==> config.mk <==
export PLATFORM = sky130hd
export DESIGN_NAME = rx_ring_dma
export DESIGN_NICKNAME = d
export VERILOG_FILES = /design/src/rtl/rxr_pkg.sv /design/src/rtl/rxr_fill.sv /design/src/rtl/rxr_frame_track.sv /design/src/rtl/rxr_ctrl.sv /design/src/rtl/rx_ring_dma.sv
export SDC_FILE = /design/constraint.sdc
export NUM_CORES = 1
export LEC_CHECK = 0
export BUFFER_PORTS_ARGS = -buffer_cell sky130_fd_sc_hd__buf_2
export CAP_MARGIN = 20
export CELL_PAD_IN_SITES_DETAIL_PLACEMENT = 1
export CELL_PAD_IN_SITES_GLOBAL_PLACEMENT = 2
export CORE_AREA = 10 10 184 186
export DETAILED_ROUTE_END_ITERATION = 8
export DIE_AREA = 0 0 194 196
export GPL_TIMING_DRIVEN = 0
export PLACE_DENSITY = 0.83
export SLEW_MARGIN = 20
export SYNTH_ARGS = -nofsm -noshare
export SYNTH_HDL_FRONTEND = slang
export SYNTH_SLANG_ARGS = --single-unit
==> constraint.sdc <==
create_clock -name clk -period 5.8 [get_ports clk]
set_input_delay 0.29 -clock clk [delete_from_list [all_inputs] [get_ports clk]]
set_output_delay 0.29 -clock clk [all_outputs]
set_load 0.05 [all_outputs]
==> src/rtl/rxr_pkg.sv <==
`timescale 1ns/1ps
package rxr_pkg;
    localparam int WORD_W     = 32;
    localparam int CNT_W      = 16;
    localparam int BEAT_BYTES = 4;
    // bit positions inside descriptor word 0; software decodes these
    localparam int OWN_B   = 31;
    localparam int IE_B    = 23;
    localparam int FIRST_B = 17;
    localparam int LAST_B  = 16;
    localparam int ERR_B   = 15;

    typedef enum logic [2:0] {
        S_STOP  = 3'd0,
        S_FETCH = 3'd1,
        S_RECV  = 3'd2,
        S_WCNT  = 3'd3,
        S_WSTAT = 3'd4
    } rx_state_e;
endpackage

==> src/rtl/rxr_fill.sv <==
`timescale 1ns/1ps
module rxr_fill
    import rxr_pkg::*;
(
    input  logic             clk,
    input  logic             rst_n,
    input  logic             clr,
    input  logic             beat,
    input  logic [CNT_W-1:0] cap,
    output logic [CNT_W-1:0] cnt,
    output logic             fits,
    output logic             trunc
);
    typedef struct packed {
        logic [CNT_W-1:0] cnt;
        logic             trunc;
    } fill_t;

    fill_t d, q;
    logic [CNT_W:0] sum;

    always_comb begin
        sum  = {1'b0, q.cnt} + (CNT_W+1)'(BEAT_BYTES);
        fits = (sum <= {1'b0, cap});
        d    = q;
        if (clr) begin
            d = '0;
        end else if (beat) begin
            if (fits) d.cnt   = sum[CNT_W-1:0];
            else      d.trunc = 1'b1;
        end
    end

    always_ff @(posedge clk) begin
        if (!rst_n) q <= '0;
        else        q <= d;
    end

    assign cnt   = q.cnt;
    assign trunc = q.trunc;


    cnt_in_cap_chk: assert property (@(posedge clk) disable iff (!rst_n)
        beat |-> (q.cnt <= cap));

    trunc_sticky_chk: assert property (@(posedge clk) disable iff (!rst_n)
        $fell(q.trunc) |-> $past(clr));
endmodule

==> src/rtl/rxr_frame_track.sv <==
`timescale 1ns/1ps
module rxr_frame_track (
    input  logic clk,
    input  logic rst_n,
    input  logic beat,
    input  logic last,
    input  logic stopped,
    output logic ovr
);
    typedef struct packed {
        logic sof;
        logic ovr;
    } trk_t;

    trk_t d, q;

    always_comb begin
        d     = q;
        d.ovr = beat & q.sof & stopped;
        if (beat) d.sof = last;
    end

    always_ff @(posedge clk) begin
        if (!rst_n) q <= '{sof: 1'b1, ovr: 1'b0};
        else        q <= d;
    end

    assign ovr = q.ovr;


    ovr_when_stopped_chk: assert property (@(posedge clk) disable iff (!rst_n)
        q.ovr |-> ($past(stopped) && $past(beat)));
endmodule

==> src/rtl/rxr_ctrl.sv <==
`timescale 1ns/1ps
module rxr_ctrl
    import rxr_pkg::*;
#(
    parameter int AW = 32
) (
    input  logic              clk,
    input  logic              rst_n,
    input  logic              en,
    input  logic              abort,
    input  logic              base_load,
    input  logic [AW-1:0]     base_addr,
    input  logic              in_valid,
    input  logic              in_last,
    input  logic [WORD_W-1:0] in_data,
    input  logic [WORD_W-1:0] mem_rdata,
    input  logic [CNT_W-1:0]  cnt,
    input  logic              fits,
    input  logic              trunc,
    output logic              in_ready,
    output logic              mem_req,
    output logic              mem_we,
    output logic [AW-1:0]     mem_addr,
    output logic [WORD_W-1:0] mem_wdata,
    output logic              fill_clr,
    output logic              fill_beat,
    output logic [CNT_W-1:0]  cap,
    output logic              stopped,
    output logic [AW-1:0]     cur_ptr,
    output logic              done,
    output logic              rerr
);
    typedef struct packed {
        rx_state_e         st;
        logic [1:0]        idx;
        logic              pend;
        logic [AW-1:0]     cur;
        logic [AW-1:0]     bufp;
        logic [AW-1:0]     nxt;
        logic [WORD_W-1:0] cmd;
        logic [CNT_W-1:0]  cap;
        logic              done;
        logic              rerr;
    } ctrl_t;

    ctrl_t d, q;
    logic [WORD_W-1:0] stat;

    always_comb begin
        d         = q;
        d.done    = 1'b0;
        d.rerr    = 1'b0;
        in_ready  = 1'b0;
        mem_req   = 1'b0;
        mem_we    = 1'b0;
        mem_addr  = '0;
        mem_wdata = '0;
        fill_clr  = 1'b0;
        fill_beat = 1'b0;

        stat          = q.cmd;
        stat[OWN_B]   = 1'b0;
        stat[FIRST_B] = 1'b1;
        stat[LAST_B]  = 1'b1;
        stat[ERR_B]   = trunc;

        unique case (q.st)
            S_STOP: begin
                in_ready = 1'b1;
                if (base_load) d.cur = base_addr;
                if (en) begin
                    d.st   = S_FETCH;
                    d.idx  = '0;
                    d.pend = 1'b0;
                end
            end
            S_FETCH: begin
                if (!q.pend) begin
                    mem_req  = 1'b1;
                    mem_addr = q.cur + AW'({q.idx, 2'b00});
                    d.pend   = 1'b1;
                end else begin
                    d.pend = 1'b0;
                    d.idx  = q.idx + 2'd1;
                    case (q.idx)
                        2'd0: begin
                            d.cmd = mem_rdata;
                            if (!mem_rdata[OWN_B]) begin
                                d.rerr = 1'b1;
                                d.st   = S_STOP;
                                d.idx  = '0;
                            end
                        end
                        2'd1:    d.cap  = mem_rdata[WORD_W-1 -: CNT_W];
                        2'd2:    d.bufp = mem_rdata[AW-1:0];
                        default: begin
                            d.nxt    = mem_rdata[AW-1:0];
                            d.st     = S_RECV;
                            fill_clr = 1'b1;
                        end
                    endcase
                end
            end
            S_RECV: begin
                in_ready = 1'b1;
                if (in_valid) begin
                    fill_beat = 1'b1;
                    if (fits) begin
                        mem_req   = 1'b1;
                        mem_we    = 1'b1;
                        mem_addr  = q.bufp + AW'(cnt);
                        mem_wdata = in_data;
                    end
                    if (in_last) d.st = S_WCNT;
                end
            end
            S_WCNT: begin
                mem_req   = 1'b1;
                mem_we    = 1'b1;
                mem_addr  = q.cur + AW'(4);
                mem_wdata = {q.cap, cnt};
                d.st      = S_WSTAT;
            end
            S_WSTAT: begin
                mem_req   = 1'b1;
                mem_we    = 1'b1;
                mem_addr  = q.cur;
                mem_wdata = stat;
                d.done    = q.cmd[IE_B];
                d.cur     = q.nxt;
                d.st      = S_FETCH;
                d.idx     = '0;
                d.pend    = 1'b0;
            end
            default: d.st = S_STOP;
        endcase

        if (abort) begin
            d.st      = S_STOP;
            d.pend    = 1'b0;
            d.idx     = '0;
            d.done    = 1'b0;
            d.rerr    = 1'b0;
            d.cur     = (q.st == S_STOP && base_load) ? base_addr : q.cur;
            mem_req   = 1'b0;
            mem_we    = 1'b0;
            fill_beat = 1'b0;
            fill_clr  = 1'b0;
        end
    end

    always_ff @(posedge clk) begin
        if (!rst_n) q <= '0;
        else        q <= d;
    end

    assign cap     = q.cap;
    assign stopped = (q.st == S_STOP);
    assign cur_ptr = q.cur;
    assign done    = q.done;
    assign rerr    = q.rerr;


    in_buffer_chk: assert property (@(posedge clk) disable iff (!rst_n)
        (mem_we && q.st == S_RECV) |-> ((mem_addr - q.bufp) < AW'(q.cap)));

    reserr_stop_chk: assert property (@(posedge clk) disable iff (!rst_n)
        q.rerr |-> stopped);

    abort_quiet_chk: assert property (@(posedge clk) disable iff (!rst_n)
        abort |-> !mem_req);

    one_cause_chk: assert property (@(posedge clk) disable iff (!rst_n)
        $onehot0({q.done, q.rerr}));
endmodule

==> src/rtl/rx_ring_dma.sv <==
`timescale 1ns/1ps
module rx_ring_dma
    import rxr_pkg::*;
#(
    parameter int AW = 32
) (
    input  logic          clk,
    input  logic          rst_n,
    input  logic          rx_enable,
    input  logic          rx_abort,
    input  logic          base_load,
    input  logic [AW-1:0] base_addr,
    input  logic          in_valid,
    input  logic [31:0]   in_data,
    input  logic          in_last,
    output logic          in_ready,
    output logic          mem_req,
    output logic          mem_we,
    output logic [AW-1:0] mem_addr,
    output logic [31:0]   mem_wdata,
    input  logic [31:0]   mem_rdata,
    output logic [AW-1:0] cur_ptr,
    output logic          running,
    output logic          cause_done,
    output logic          cause_reserr,
    output logic          cause_overrun
);
    logic [CNT_W-1:0] cnt, cap;
    logic             fits, trunc, fill_clr, fill_beat, stopped;

    rxr_ctrl #(.AW(AW)) u_ctrl (
        .clk       (clk),
        .rst_n     (rst_n),
        .en        (rx_enable),
        .abort     (rx_abort),
        .base_load (base_load),
        .base_addr (base_addr),
        .in_valid  (in_valid),
        .in_last   (in_last),
        .in_data   (in_data),
        .mem_rdata (mem_rdata),
        .cnt       (cnt),
        .fits      (fits),
        .trunc     (trunc),
        .in_ready  (in_ready),
        .mem_req   (mem_req),
        .mem_we    (mem_we),
        .mem_addr  (mem_addr),
        .mem_wdata (mem_wdata),
        .fill_clr  (fill_clr),
        .fill_beat (fill_beat),
        .cap       (cap),
        .stopped   (stopped),
        .cur_ptr   (cur_ptr),
        .done      (cause_done),
        .rerr      (cause_reserr)
    );

    rxr_fill u_fill (
        .clk   (clk),
        .rst_n (rst_n),
        .clr   (fill_clr),
        .beat  (fill_beat),
        .cap   (cap),
        .cnt   (cnt),
        .fits  (fits),
        .trunc (trunc)
    );

    rxr_frame_track u_track (
        .clk     (clk),
        .rst_n   (rst_n),
        .beat    (in_valid & in_ready),
        .last    (in_last),
        .stopped (stopped),
        .ovr     (cause_overrun)
    );

    assign running = ~stopped;
endmodule

# After elaboration in Yosys (flattened, before gate mapping)
# Cells that the tools add are included.
dict set report totals {
  reg_bits 170
  latchBits 0
  memories 0
  elab_cells 104
  romBits 0
  ram_bits 0
}
dict set report classes {
  mux 36
  n_lt_le_gt_ge 1
  shift 0
  n_eq_ne 14
  add_sub_neg 5
  div_mod_pow 0
  multipliers 0
  n_reduce_logical 23
  bitwise_logic 11
}
# operator count
set ops {}
lappend ops {{$mux 32} 8}
lappend ops {{$pmux 32 s4} 1}
lappend ops {{$pmux 32 s3} 1}
lappend ops {{$pmux 32 s2} 1}
lappend ops {{$add 32x16->32} 1}
lappend ops {{$add 32x3->32 const B} 1}
lappend ops {{$add 32x4->32} 1}
lappend ops {{$reduce_and 3->1} 6}
lappend ops {{$add 16x3->17 const B} 1}
lappend ops {{$le 17x16->1} 1}
lappend ops {{$pmux 3 s5} 1}
lappend ops {{$mux 1} 14}
lappend ops {{$mux 5} 2}
lappend ops {{$reduce_or 2->1} 5}
lappend ops {{$pmux 3 s3} 1}
lappend ops {{$ne 2x2->1 const B} 4}
lappend ops {{$not 1->1} 8}
lappend ops {{$eq 3x2->1 const B} 2}
lappend ops {{$mux 3} 2}
lappend ops {{$mux 6} 1}
lappend ops {{$ne 3x3->1 const B} 2}
lappend ops {{$pmux 3 s2} 1}
lappend ops {{$reduce_and 2->1} 3}
lappend ops {{$reduce_and 6->1} 1}
lappend ops {{16 further kinds} 21}

# Longest topological paths before layout
# Gate-level depths: netlist of the first run.
dict set report logic_depth {
  word_depth 7
  mapped_depth 15
  depth_no_buf 13
}

# By module
# A second synthesis of the first run with hierarchy kept.
dict set report hier_totals {
  hier_cells 1458
  area_unflattened_um2 11204.5
}
# module instances area_per_inst_um2 seq_area_each_um2 cells_per_inst
set by_module_without_submodules {}
lappend by_module_without_submodules {rxr_ctrl 1 9575.4 2962.8 1254}
lappend by_module_without_submodules {rxr_fill 1 1556.5 300.3 197}
lappend by_module_without_submodules {rxr_frame_track 1 62.6 40.0 5}
lappend by_module_without_submodules {rx_ring_dma 1 10.0 0.0 2}

# Least setup slack after synthesis of the first run
# No wires, ideal clock.
dict set report synth_timing {
  path_type {reg2out}
  from {register u_fill.q, in the netlist u_fill.cnt[2]}
  to {output mem_addr[11]}
  required_time_ps 5510
  path_slack_ps 1394
  stages_incl_launch_ff 14
  arrival_ps 4116
  path_cell_list {dfxtp_1 ha_1 nand3_1 nor4_1 xnor2_1 ha_1 nand3_2 nor4_2 and3_1 a31oi_2 or3b_1 buf_2 buf_4 o21ai_0}
}
dict set report synth_between {
  elab_chain_len 5
  elab_cells_between_ends 6
  classes_between {add/sub: 2; order compare: 1; mux: 3}
}
# element line
set synth_rtl {}
lappend synth_rtl {{start, declared} rxr_fill.sv:19} ;# fill_t d, q;
lappend synth_rtl {{start signal, assigned} rxr_fill.sv:35} ;# if (!rst_n) q <= '0;
lappend synth_rtl {{start signal, assigned} rxr_fill.sv:36} ;# else q <= d;
lappend synth_rtl {{$add 16x3->17} rxr_fill.sv:23} ;# sum = {1'b0, q.cnt} + (CNT_W+1)'(BEAT_BYTES);
lappend synth_rtl {{net u_fill.sum[14]} rxr_fill.sv:20} ;# logic [CNT_W:0] sum;
lappend synth_rtl {{$le 17x16->1} rxr_fill.sv:24} ;# fits = (sum <= {1'b0, cap});
lappend synth_rtl {{$mux 32} rxr_ctrl.sv:108} ;# if (fits) begin
lappend synth_rtl {{$mux 32} rxr_ctrl.sv:106} ;# if (in_valid) begin
lappend synth_rtl {{$pmux 32 s4} rxr_ctrl.sv:67} ;# unique case (q.st)
lappend synth_rtl {{end, declared} rx_ring_dma.sv:19} ;# output logic [AW-1:0] mem_addr,
# The timed path passes the listed nets, and every way through them passes these cells.

# Final worst setup path of the first run
dict set report layout_timing {
  from {register u_fill.q, in the netlist u_fill.cnt[2]}
  to {output mem_addr[13]}
}
# The elaborated chain is that of the path after synthesis.

==> summary.md, run 1 <==
| Metric | Value |
|---|---|
| Status | `finished clean` |
| Root Buffer | `clkbuf_16` |
| Final Max Tran Viols | `0` |
| Reg-to-Reg End | `u_fill.cnt[10]` |
| Synth top area share | `between 30% and 40%` |
| Largest net degree at the start of global routing | `17` |
| Maximum clock path buffer count | `2` |
| Detail Route Antenna Nets | `0` |
| Largest cells by area after synthesis | `dfxtp_1 (33%), nand2_1 (10%), a21oi_1 (6.0%)` |
| Core ar. | `30,270 sq um` |
| Min Tclk post-route | `between 5000 and 6000 ps` |
| Initial Util | `between 30% and 40%` |
| Hold_sp | `mem_rdata[1]` |
| Die span in x | `roughly 190 um` |
| Synth area leader | `dfxtp_1` |
| Synth Flop Type | `dfxtp_1` |
| Hold Path Sink | `u_ctrl.q[19]` |
| Buf/Inv on CP | `3` |
| Slowest CP cell | `dfxtp_1` |
| TritonRoute pass-1 iters | `9` |
| RSZ-0062 raised after global routing | `false` |
| Crit path arrival time | `between 5000 and 6000 ps` |
| Filler cell count | `~3.9k` |
| Global-route wire length before repair | `69,860 um` |
| Worst-Skew Late Latency | `roughly 450 ps` |
| Syn nets | `1,494` |
| Layout cells sized above 1 | `between 10% and 20%` |
| Worst path max stage delay | `~590 ps` |
| Crit start category | `register` |
| Die height | `196 um` |
| Kind of critical path | `register to output port` |
| VDD IR-drop max | `roughly 0.00018 V` |
| Routed vias | `~11k` |
| Leak pwr | `0.005137 uW` |
| Final hold violations | `0` |
| P per Cell Area | `around 220 nW/um^2` |
| Worst hold stages | `3` |
| Max Cap Viol | `0` |
| Worst Tran Pin Value | `~1000 ps` |
| Post-CTS Setup Inserts | `0` |
| Fin crit share | `91.99%` |
| # port buffers | `~200` |
| #FFs+latches synth | `165` |
| DP Area | `approximately 12,000 sq um` |
| I/O pins | `206` |
| Worst slew margin | `between 30 and 40%` |
| Min-delay worst type | `input port to register` |
| GRT met2 Usage | `39.28%` |
| DIE AREA | `~38,000 sq um` |
| Mean post-synth cell area | `about 7.5 sq um` |
| Final wirelength | `roughly 46,000 um` |
| EDFF count, synth | `0` |
| Initial antenna violation count | `0` |
| Vias in the first global route | `about 11k` |
| Top delay family on crit path | `simple AND/OR/NAND/NOR gates` |
| Post-Syn Instances | `1,353` |
| Reg2reg start | `u_fill.cnt[2]` |
| H-Tree Depth | `4` |
| Required @ worst endpoint | `approximately 5500 ps` |
| Rows | `64` |
| CP dominant cell by count | `buf_2` |
| CTS tree | `yes` |
| Top post-synthesis cells by count | `nand2_1 (278), dfxtp_1 (165), a21oi_1 (122)` |
| CP max FO | `10` |
| Fin Clk Skew | `between 10 and 15 ps` |
| Initial DRC Count | `827` |
| Total track usage | `approximately a quarter` |
| Most frequent cell after synthesis | `nand2_1` |
| Ys async rst share | `0%` |
| ANT cells | `0` |
| Maximum clock rate | `~190 MHz` |
| Finished Cell Area | `12,300 sq um` |
| Routability Congestion | `between 0.9 and 1` |
| Yosys cell types | `a little under 70` |
| Drt wl/cell | `approximately 23 um` |
| Endpoint type of the worst setup path | `output port` |
| DRC viols | `0` |
| WHS | `116.3 ps` |
| Total clock sinks | `~170` |
| Via density | `between 5 and 6` |
| CP cell instances | `ha_1 -> nand3_1 -> nor4_1 -> xnor2_1 -> ha_1 -> nand3_2 -> nor4_2 -> and3_1 -> a31oi_2 -> nor3b_1 -> buf_2 -> buf_2 -> nand2_1 -> o311ai_1 -> buf_2` |
| Area delta synth->final | `21.17%` |
| PostCTS Resize Cnt | `0` |
| Post-route setup TNS | `0 ps` |
| Hold Buf Count CTS | `0` |
| R2r setup slk | `around 1800 ps` |
| Top Usage Layer GRT | `met2` |
| Post-synthesis cell area | `~10,000 sq um` |
| Reg2Reg Depth | `13` |
| Clock buffer count from CTS | `17` |
| Total gr overflow | `0` |
| Worst-path clk slew | `roughly 60 ps` |
| Yosys Warn Count | `0` |
| Met3 global-route usage | `about 4.7%` |
| Seq/Total Area, Yosys | `roughly a third` |
| Final Util | `between 40% and 50%` |
| Met1 GRT Util | `30.17%` |
| Nets@finish | `~1.7k` |
| Final setup viols | `0` |
| Detailed-placement wirelength estimate | `around 37,000 um` |
## worst register-to-register path, cell delays in order, from the launching register on
cell	delay [ps]
dfxtp_1	590
ha_1	300
nand3_1	230
nor4_1	560
xnor2_1	180
ha_1	350
nand3_2	140
nor4_2	320
o21ai_1	130
a31oi_2	350
clkbuf_1	440
nor3b_1	130
xnor2_1	160
nor2_1	50
## state kept, by name, summed over array words and instances, names as in the netlist
signal and count:
u_fill.trunc 1, u_ctrl.q 98, u_ctrl.cur_ptr 32, u_track.q 1, u_fill.cnt 14, u_ctrl.rerr 1, u_ctrl.done 1, u_track.ovr 1
u_ctrl.cap 16
## power breakdown
part	internal (uW)	switching, uW	total, uW
Combinational	102	211	313
Clock	695	524	1220
Sequential	1150	26.0	1180
## through the flow
step           setup slack, ps  std cells  total power (uW)
3_5_place_dp             996.8       1955              1514
4_1_cts                  482.2       1986              2721
5_1_grt                  93.76       1986              2789
2_1_floorplan             1394       1353              1383
6_report                 464.6       1986              2707
3_3_place_gp              1119       1954              1509
## layout make-up
cell class,instances,area [sq um],area share (%)
Clock inverter,13,171.4,1.393
Tap cell,396,495.5,4.028
Timing Repair Buffer,206,1033,8.401
Buffer,126,629.4,5.116
Multi-Input combinational cell,1003,6008,48.84
Sequential cell,165,3303,26.85
Inverter,59,221.5,1.800
Clock buffer,18,439.2,3.570
## layer usage
layer / vias up / share of wire, % / wire length, um
li1: 5201 / - / -
met1: 5402 / 46 / 21170
met4: 0 / 1.7 / 794
met2: 348 / 47 / 21490
met5: - / 0 / 0
met3: 47 / 5.8 / 2653
## layout by cell type (no fill, tap or decap), types with 6 or more instances in the layout
cell	count
xnor2_1	35
clkbuf_1	72
a21oi_1	122
o211ai_1	8
o221ai_1	11
o21ai_0	48
nand2_1	278
nand3_1	53
ha_1	36
and3_1	10
a222oi_1	28
nand4_1	13
a31oi_1	9
nand2b_1	7
inv_1	59
nor4_1	9
dfxtp_1	165
nor3_1	31
nor2_1	91
buf_4	38
nor3b_1	6
mux2i_1	35
a221o_1	6
a211oi_1	32
xor2_1	20
clkbuf_16	17
buf_2	219
o22ai_1	9
a21boi_0	25
## worst max path at each step
stage                        from      endpoint  slack, ps  depth (start not counted)
floorplan           u_fill.cnt[2]  mem_addr[11]       1390                         13
global placement    u_fill.cnt[2]  mem_addr[13]       1120                         15
detailed placement  u_fill.cnt[2]  mem_addr[13]       1000                         15
CTS                 u_fill.cnt[2]  mem_addr[13]        480                         15
global route        u_fill.cnt[2]  mem_addr[13]         90                         15
finish              u_fill.cnt[2]  mem_addr[13]        460                         15
## cell families (layout without fill, tap and decap cells)
logic type	count (synthesis)	in the layout	share of synthesized area (%)
adder cells (fa/ha/maj)	38	38	4.831
AND/OR/NAND/NOR	526	526	23.03
buffers and inverters	185	422	8.381
AO/OA/AOI/OAI	348	348	22.91
XOR/XNOR	55	55	4.745
flip-flops	165	165	32.54
multiplexers	36	36	3.562
Power figures use the tool's default switching activity.
==> inputs of run 2 (changes only) <==
- BUFFER_PORTS_ARGS: -buffer_cell sky130_fd_sc_hd__buf_2 -> -buffer_cell sky130_fd_sc_hd__buf_4
==> run 2 against run 1 <==
  * Critical path depth fell by 1
  * Flip-flop and latch count did not move
  * Clock skew barely moved
  * Die area did not move
  * Register-to-register slack got worse by 110 ps
  * Total power rose by 1.3%
  * First-iteration DRC count rose by 21%
  * Wire length rose by 1.4%
  * Combinational power rose by 11%
  * Worst setup slack improved by 6.9 ps
  * Global-route usage rose by 0.20 points
  * Sequential share of layout area fell by 1.1 points
  * Highest routed layer unchanged
==> summary.md, run 2 (same netlist as run 1, synthesis figures left out) <==
| Metric | Value |
|---|---|
| Fin crit share | `about nine tenths` |
| Die height | `slightly below 200 um` |
| P per Cell Area | `~210 nW/um^2` |
| Max Cap Viol | `0` |
| Final wirelength | `between 40,000 and 50,000 um` |
| Required @ worst endpoint | `roughly 5500 ps` |
| DP Area | `between 10,000 and 15,000 sq um` |
| Worst-Skew Late Latency | `~440 ps` |
| DP Cell Count | `about 2.0k` |
| Die span in x | `~190 um` |
| Largest net degree at the start of global routing | `17` |
| Total track usage | `a little under a quarter` |
| Leak pwr | `0.005222 uW` |
| Worst Tran Pin Value | `around 1100 ps` |
| Crit path arrival time | `5040 ps` |
| Drt wl/cell | `between 20 and 25 um` |
| Min-delay worst type | `input port to register` |
| DIE AREA | `between 30,000 and 40,000 sq um` |
| Final hold violations | `0` |
| Vias in the first global route | `approximately 11k` |
| Fin Clk Skew | `around 14 ps` |
| CTS tree | `yes` |
| Clock buffer count from CTS | `17` |
| WHS | `98.63 ps` |
| Pre-CTS WS | `1099 ps` |
| Detail Route Antenna Nets | `0` |
| ANT cells | `0` |
| Kind of critical path | `register to output port` |
| Maximum clock rate | `between 150 and 200 MHz` |
| Via density | `about 5.6` |
| Detailed-placement wirelength estimate | `~37,000 um` |
| Final Max Tran Viols | `0` |
| CP max FO | `10` |
| Worst slew margin | `27.26%` |
| Root Buffer | `clkbuf_16` |
| Post-route setup TNS | `0 ps` |
| Global-route wire length before repair | `approximately 70,000 um` |
| RSZ-0062 raised after global routing | `false` |
| Total gr overflow | `0` |
| Finished Cell Area | `between 10,000 and 15,000 sq um` |
| Routability Congestion | `0.9330` |
| Core ar. | `roughly 30,000 sq um` |
| Nets@finish | `approximately 1.7k` |
| Routed vias | `11.08k` |
| Rows | `64` |
| Post-CTS Setup Inserts | `0` |
| Hold Buf Count CTS | `0` |
| Worst-path clk slew | `80 ps` |
| H-Tree Depth | `4` |
| Post-route setup slack | `~470 ps` |
| VDD IR-drop max | `roughly 0.00017 V` |
| # port buffers | `205` |
| Fin cells | `about 2k` |
| Top reg by flops | `u_ctrl.q` |
| Crit start category | `register` |
| Initial antenna violation count | `0` |
| Layout cells sized above 1 | `a little under a fifth` |
| I/O pins | `~210` |
| Most frequent cells in the layout | `nand2_1 (278), buf_4 (243), dfxtp_1 (165)` |
| TritonRoute pass-1 iters | `5` |
| Max reg flops | `between 90 and 100` |
| Maximum clock path buffer count | `2` |
| Initial Util | `33.54%` |
| Endpoint type of the worst setup path | `output port` |
| Area delta synth->final | `26.18%` |
| Commonest non-fill, non-tap cell in the layout | `nand2_1` |
| PostCTS Resize Cnt | `0` |
| Status | `finished clean` |
| Final setup viols | `0` |
| Min Tclk post-route | `roughly 5300 ps` |
| Total clock sinks | `roughly 170` |
| Initial DRC Count | `~1.0k` |
| DRC viols | `0` |
## run 2: through the flow
| step | util [%] | total power [uW] |
|---|---|---|
| 4_1_cts | 42.32 | 2758 |
| 2_1_floorplan | - | 1383 |
| 5_1_grt | 42.32 | 2825 |
| 3_3_place_gp | 40.26 | 1543 |
| 6_report | 42.32 | 2741 |
| 3_5_place_dp | 40.32 | 1547 |
## run 2: worst paths after layout
check | start | endpoint | slack (ps) | depth (start not counted)
min | mem_rdata[31] | u_ctrl.rerr | 100 | 2
max reg2reg | u_fill.cnt[2] | u_fill.cnt[5] | 1650 | 13
max | u_fill.cnt[2] | mem_addr[31] | 470 | 14
min reg2reg | u_track.q[1] | u_track.ovr | 450 | 2
## run 2: layout make-up
class / count / area [sq um]
clock inverters: 13 / 162.7
multi-input cells: 1003 / 6008
repair buffers: 206 / 1546
flip-flops and latches: 165 / 3303
well taps: 396 / 495.5
clock buffers: 19 / 442.9
plain buffers: 126 / 629.4
inverters: 59 / 221.5
fillers: 3795 / 17460
## run 2: power by group
part           switching (uW)  internal [uW]  total [uW]
clock                     556            664        1220
sequential               25.4           1150        1170
combinational             213            134         348
## run 2: routing by layer
| metal | share of wire (%) | GRT usage [%] |
|---|---|---|
| met1 | 45 | 30.94 |
| met2 | 46 | 38.82 |
| met3 | 6.5 | 4.314 |
| met4 | 2.1 | 6.384 |
| met5 | 0 | 0 |
## run 2: worst max-delay path: stages (launching register included)
cell and delay (ps):
dfxtp_1 560, ha_1 280, nand3_1 240, nor4_1 630, xnor2_1 160, ha_1 330, nand3_2 130, nor4_2 320
and3_1 220, a31oi_2 100, nor3b_1 360, buf_2 470, o21ai_1 160, o21ai_0 350, buf_4 270
==> inputs of run 3 (changes only) <==
- BUFFER_PORTS_ARGS: -buffer_cell sky130_fd_sc_hd__buf_4 -> not set
- CORE_AREA: 10 10 184 186 -> 10 10 173 175
- DIE_AREA: 0 0 194 196 -> 0 0 183 185
- DONT_BUFFER_PORTS: not set -> 1
- PLACE_DENSITY: 0.83 -> 0.81
==> run 3 against run 2 <==
  * Die area is 11% lower
  * Flip-flop and latch count stayed put
  * Clock power is 6% lower
  * Total power is 5.4% lower
  * Combinational power is 23% lower
  * Global-route usage is 2.5 points higher
  * Critical path type unchanged
  * Largest cell class unchanged
==> summary.md, run 3 (same netlist as run 1, synthesis figures left out) <==
| Metric | Value |
|---|---|
| Status | `finished clean` |
| Detail Route Antenna Nets | `0` |
| Maximum clock rate | `approximately 180 MHz` |
| # port buffers | `0` |
| Min Tclk post-route | `roughly 5500 ps` |
| DIE AREA | `33,860 sq um` |
| Reg2reg start | `u_fill.cnt[2]` |
| Root Buffer | `clkbuf_16` |
| Worst path depth | `13` |
| Routed vias | `about 11k` |
| Layout cells sized above 1 | `~8%` |
| Worst path max stage delay | `~900 ps` |
| Hold_sp | `mem_rdata[27]` |
| Total gr overflow | `0` |
| Maximum clock path buffer count | `2` |
| WHS | `9.213 ps` |
| Post-CTS Setup Inserts | `0` |
| Via density | `5.950` |
| Fin cells | `between 1.5k and 2k` |
| Final hold violations | `0` |
| Buf/Inv on CP | `2` |
| Final setup viols | `0` |
| Min-delay worst type | `input port to register` |
| Total clock sinks | `between 150 and 200` |
| Met2 wire length | `roughly 21,000 um` |
| Top delay family on crit path | `simple AND/OR/NAND/NOR gates` |
| DRT met1 WL | `20,380 um` |
| Final wirelength | `approximately 46,000 um` |
| Worst-Skew Late Latency | `~430 ps` |
| Routability Congestion | `roughly 0.92` |
| Final Max Tran Viols | `0` |
| Most frequent cells in the layout | `nand2_1 (278), dfxtp_1 (165), a21oi_1 (122)` |
| Hold Buf Count CTS | `35` |
| Met3 wire len | `3221 um` |
| Initial antenna violation count | `0` |
| Fin Clk Skew | `14.93 ps` |
| Required @ worst endpoint | `5510 ps` |
| Worst hold stages | `2` |
| Kind of critical path | `register to output port` |
| CP max FO | `10` |
| PostCTS Resize Cnt | `0` |
| Area delta synth->final | `14.20%` |
| Multi-input logic area | `~6100 sq um` |
| Slowest CP cell | `o22ai_1` |
| Post-route setup TNS | `0 ps` |
| Top reg by flops | `u_ctrl.q` |
| CTS tree | `yes` |
| R2r setup slk | `1720 ps` |
| Worst-path clk slew | `70 ps` |
| Core ar. | `between 20,000 and 30,000 sq um` |
| Die span in x | `183 um` |
| Power Total | `2592 uW` |
| Nets@finish | `approximately 1.6k` |
| Endpoint type of the worst setup path | `output port` |
| Worst slew margin | `a little over a fifth` |
| Sequential Area | `roughly 3300 sq um` |
| Max Cap Viol | `0` |
| Post-route setup slack | `324.7 ps` |
| Vias in the first global route | `approximately 10k` |
| Hold Path Sink | `u_ctrl.cap[11]` |
| Crit start category | `register` |
| DRC viols | `0` |
| CP cell instances | `ha_1 -> nand3_1 -> nor4_1 -> xnor2_1 -> ha_1 -> nand3_2 -> nor4_2 -> and3_1 -> a31oi_2 -> or3b_1 -> buf_2 -> buf_4 -> o22ai_1` |
| CP dominant cell by count | `ha_1` |
| Largest net degree at the start of global routing | `17` |
| Crit path arrival time | `roughly 5200 ps` |
| Max layer used | `met4` |
| Clock buffer count from CTS | `17` |
| ANT cells | `0` |
| VDD IR-drop max | `between 0.00015 and 0.0002 V` |
| Initial DRC Count | `between 900 and 1k` |
| Global-route wire length before repair | `66,760 um` |
| Filler cell count | `roughly 3.3k` |
| Leak pwr | `roughly 0.0043 uW` |
| Rows | `60` |
| H-Tree Depth | `4` |
| Pre-CTS WS | `just over 800 ps` |
| Total track usage | `a little over a quarter` |
| Die height | `about 190 um` |
| P per Cell Area | `~220 nW/um^2` |
| Reg-to-Reg End | `u_fill.cnt[12]` |
| Detailed-placement wirelength estimate | `between 30,000 and 40,000 um` |
| Fin crit share | `a little over nine tenths` |
| DP Cell Count | `1,696` |
| Worst Tran Pin Value | `between 1000 and 1500 ps` |
| Drt wl/cell | `between 20 and 30 um` |
| Initial Util | `a little under two fifths` |
| Max reg flops | `slightly below 100` |
| RSZ-0062 raised after global routing | `false` |
| Commonest non-fill, non-tap cell in the layout | `nand2_1` |
| TritonRoute pass-1 iters | `7` |
| I/O pins | `206` |
| Reg2Reg Depth | `13` |
run 3: cell count changes in the layout (fill, tap and decap cells not counted), moves of 4 or more:
cell	previous run	this run
buf_4	243	40
clkinv_2	0	4
dlygate4sd3_1	0	35
o21ai_0	48	37
o21ai_1	5	16
o221ai_1	11	5
o221ai_2	0	6
run 3: layer usage:
| layer | GRT usage (%) | vias up |
|---|---|---|
| met1 | 33.41 | 5204 |
| met4 | 7.344 | 0 |
| li1 | - | 4870 |
| met5 | 0 | - |
| met2 | 43.03 | 371 |
| met3 | 5.701 | 56 |
run 3: cell type report:
type	count	share of cell area [%]
Buffer	126	5.428
Clock buffer	17	3.669
Clock inverter	15	1.209
Inverter	59	1.910
Multi-Input combinational cell	1003	52.36
Sequential cell	165	28.49
Tap cell	341	3.680
Timing Repair Buffer	39	3.248
run 3: worst max path at each step:
stage	startpoint	endpoint
2_1_floorplan	u_fill.cnt[2]	mem_addr[11]
3_3_place_gp	u_fill.cnt[2]	mem_addr[11]
3_5_place_dp	u_fill.cnt[2]	mem_addr[4]
4_1_cts	u_fill.cnt[2]	mem_addr[4]
5_1_grt	u_fill.cnt[2]	mem_addr[31]
6_report	u_fill.cnt[2]	mem_addr[26]
run 3: where the power goes:
| part | internal (uW) | switching (uW) |
|---|---|---|
| sequential | 1150 | 27.3 |
| clock | 603 | 544 |
| combinational | 82.4 | 186 |
| total | 1830 | 757 |
run 3: per-stage QoR:
stage          util (%)  cell area [sq um]
2_1_floorplan         -              10150
3_3_place_gp      39.81              10580
3_5_place_dp      40.02              10640
4_1_cts           43.47              11550
5_1_grt           43.63              11590
6_report          43.63              11590
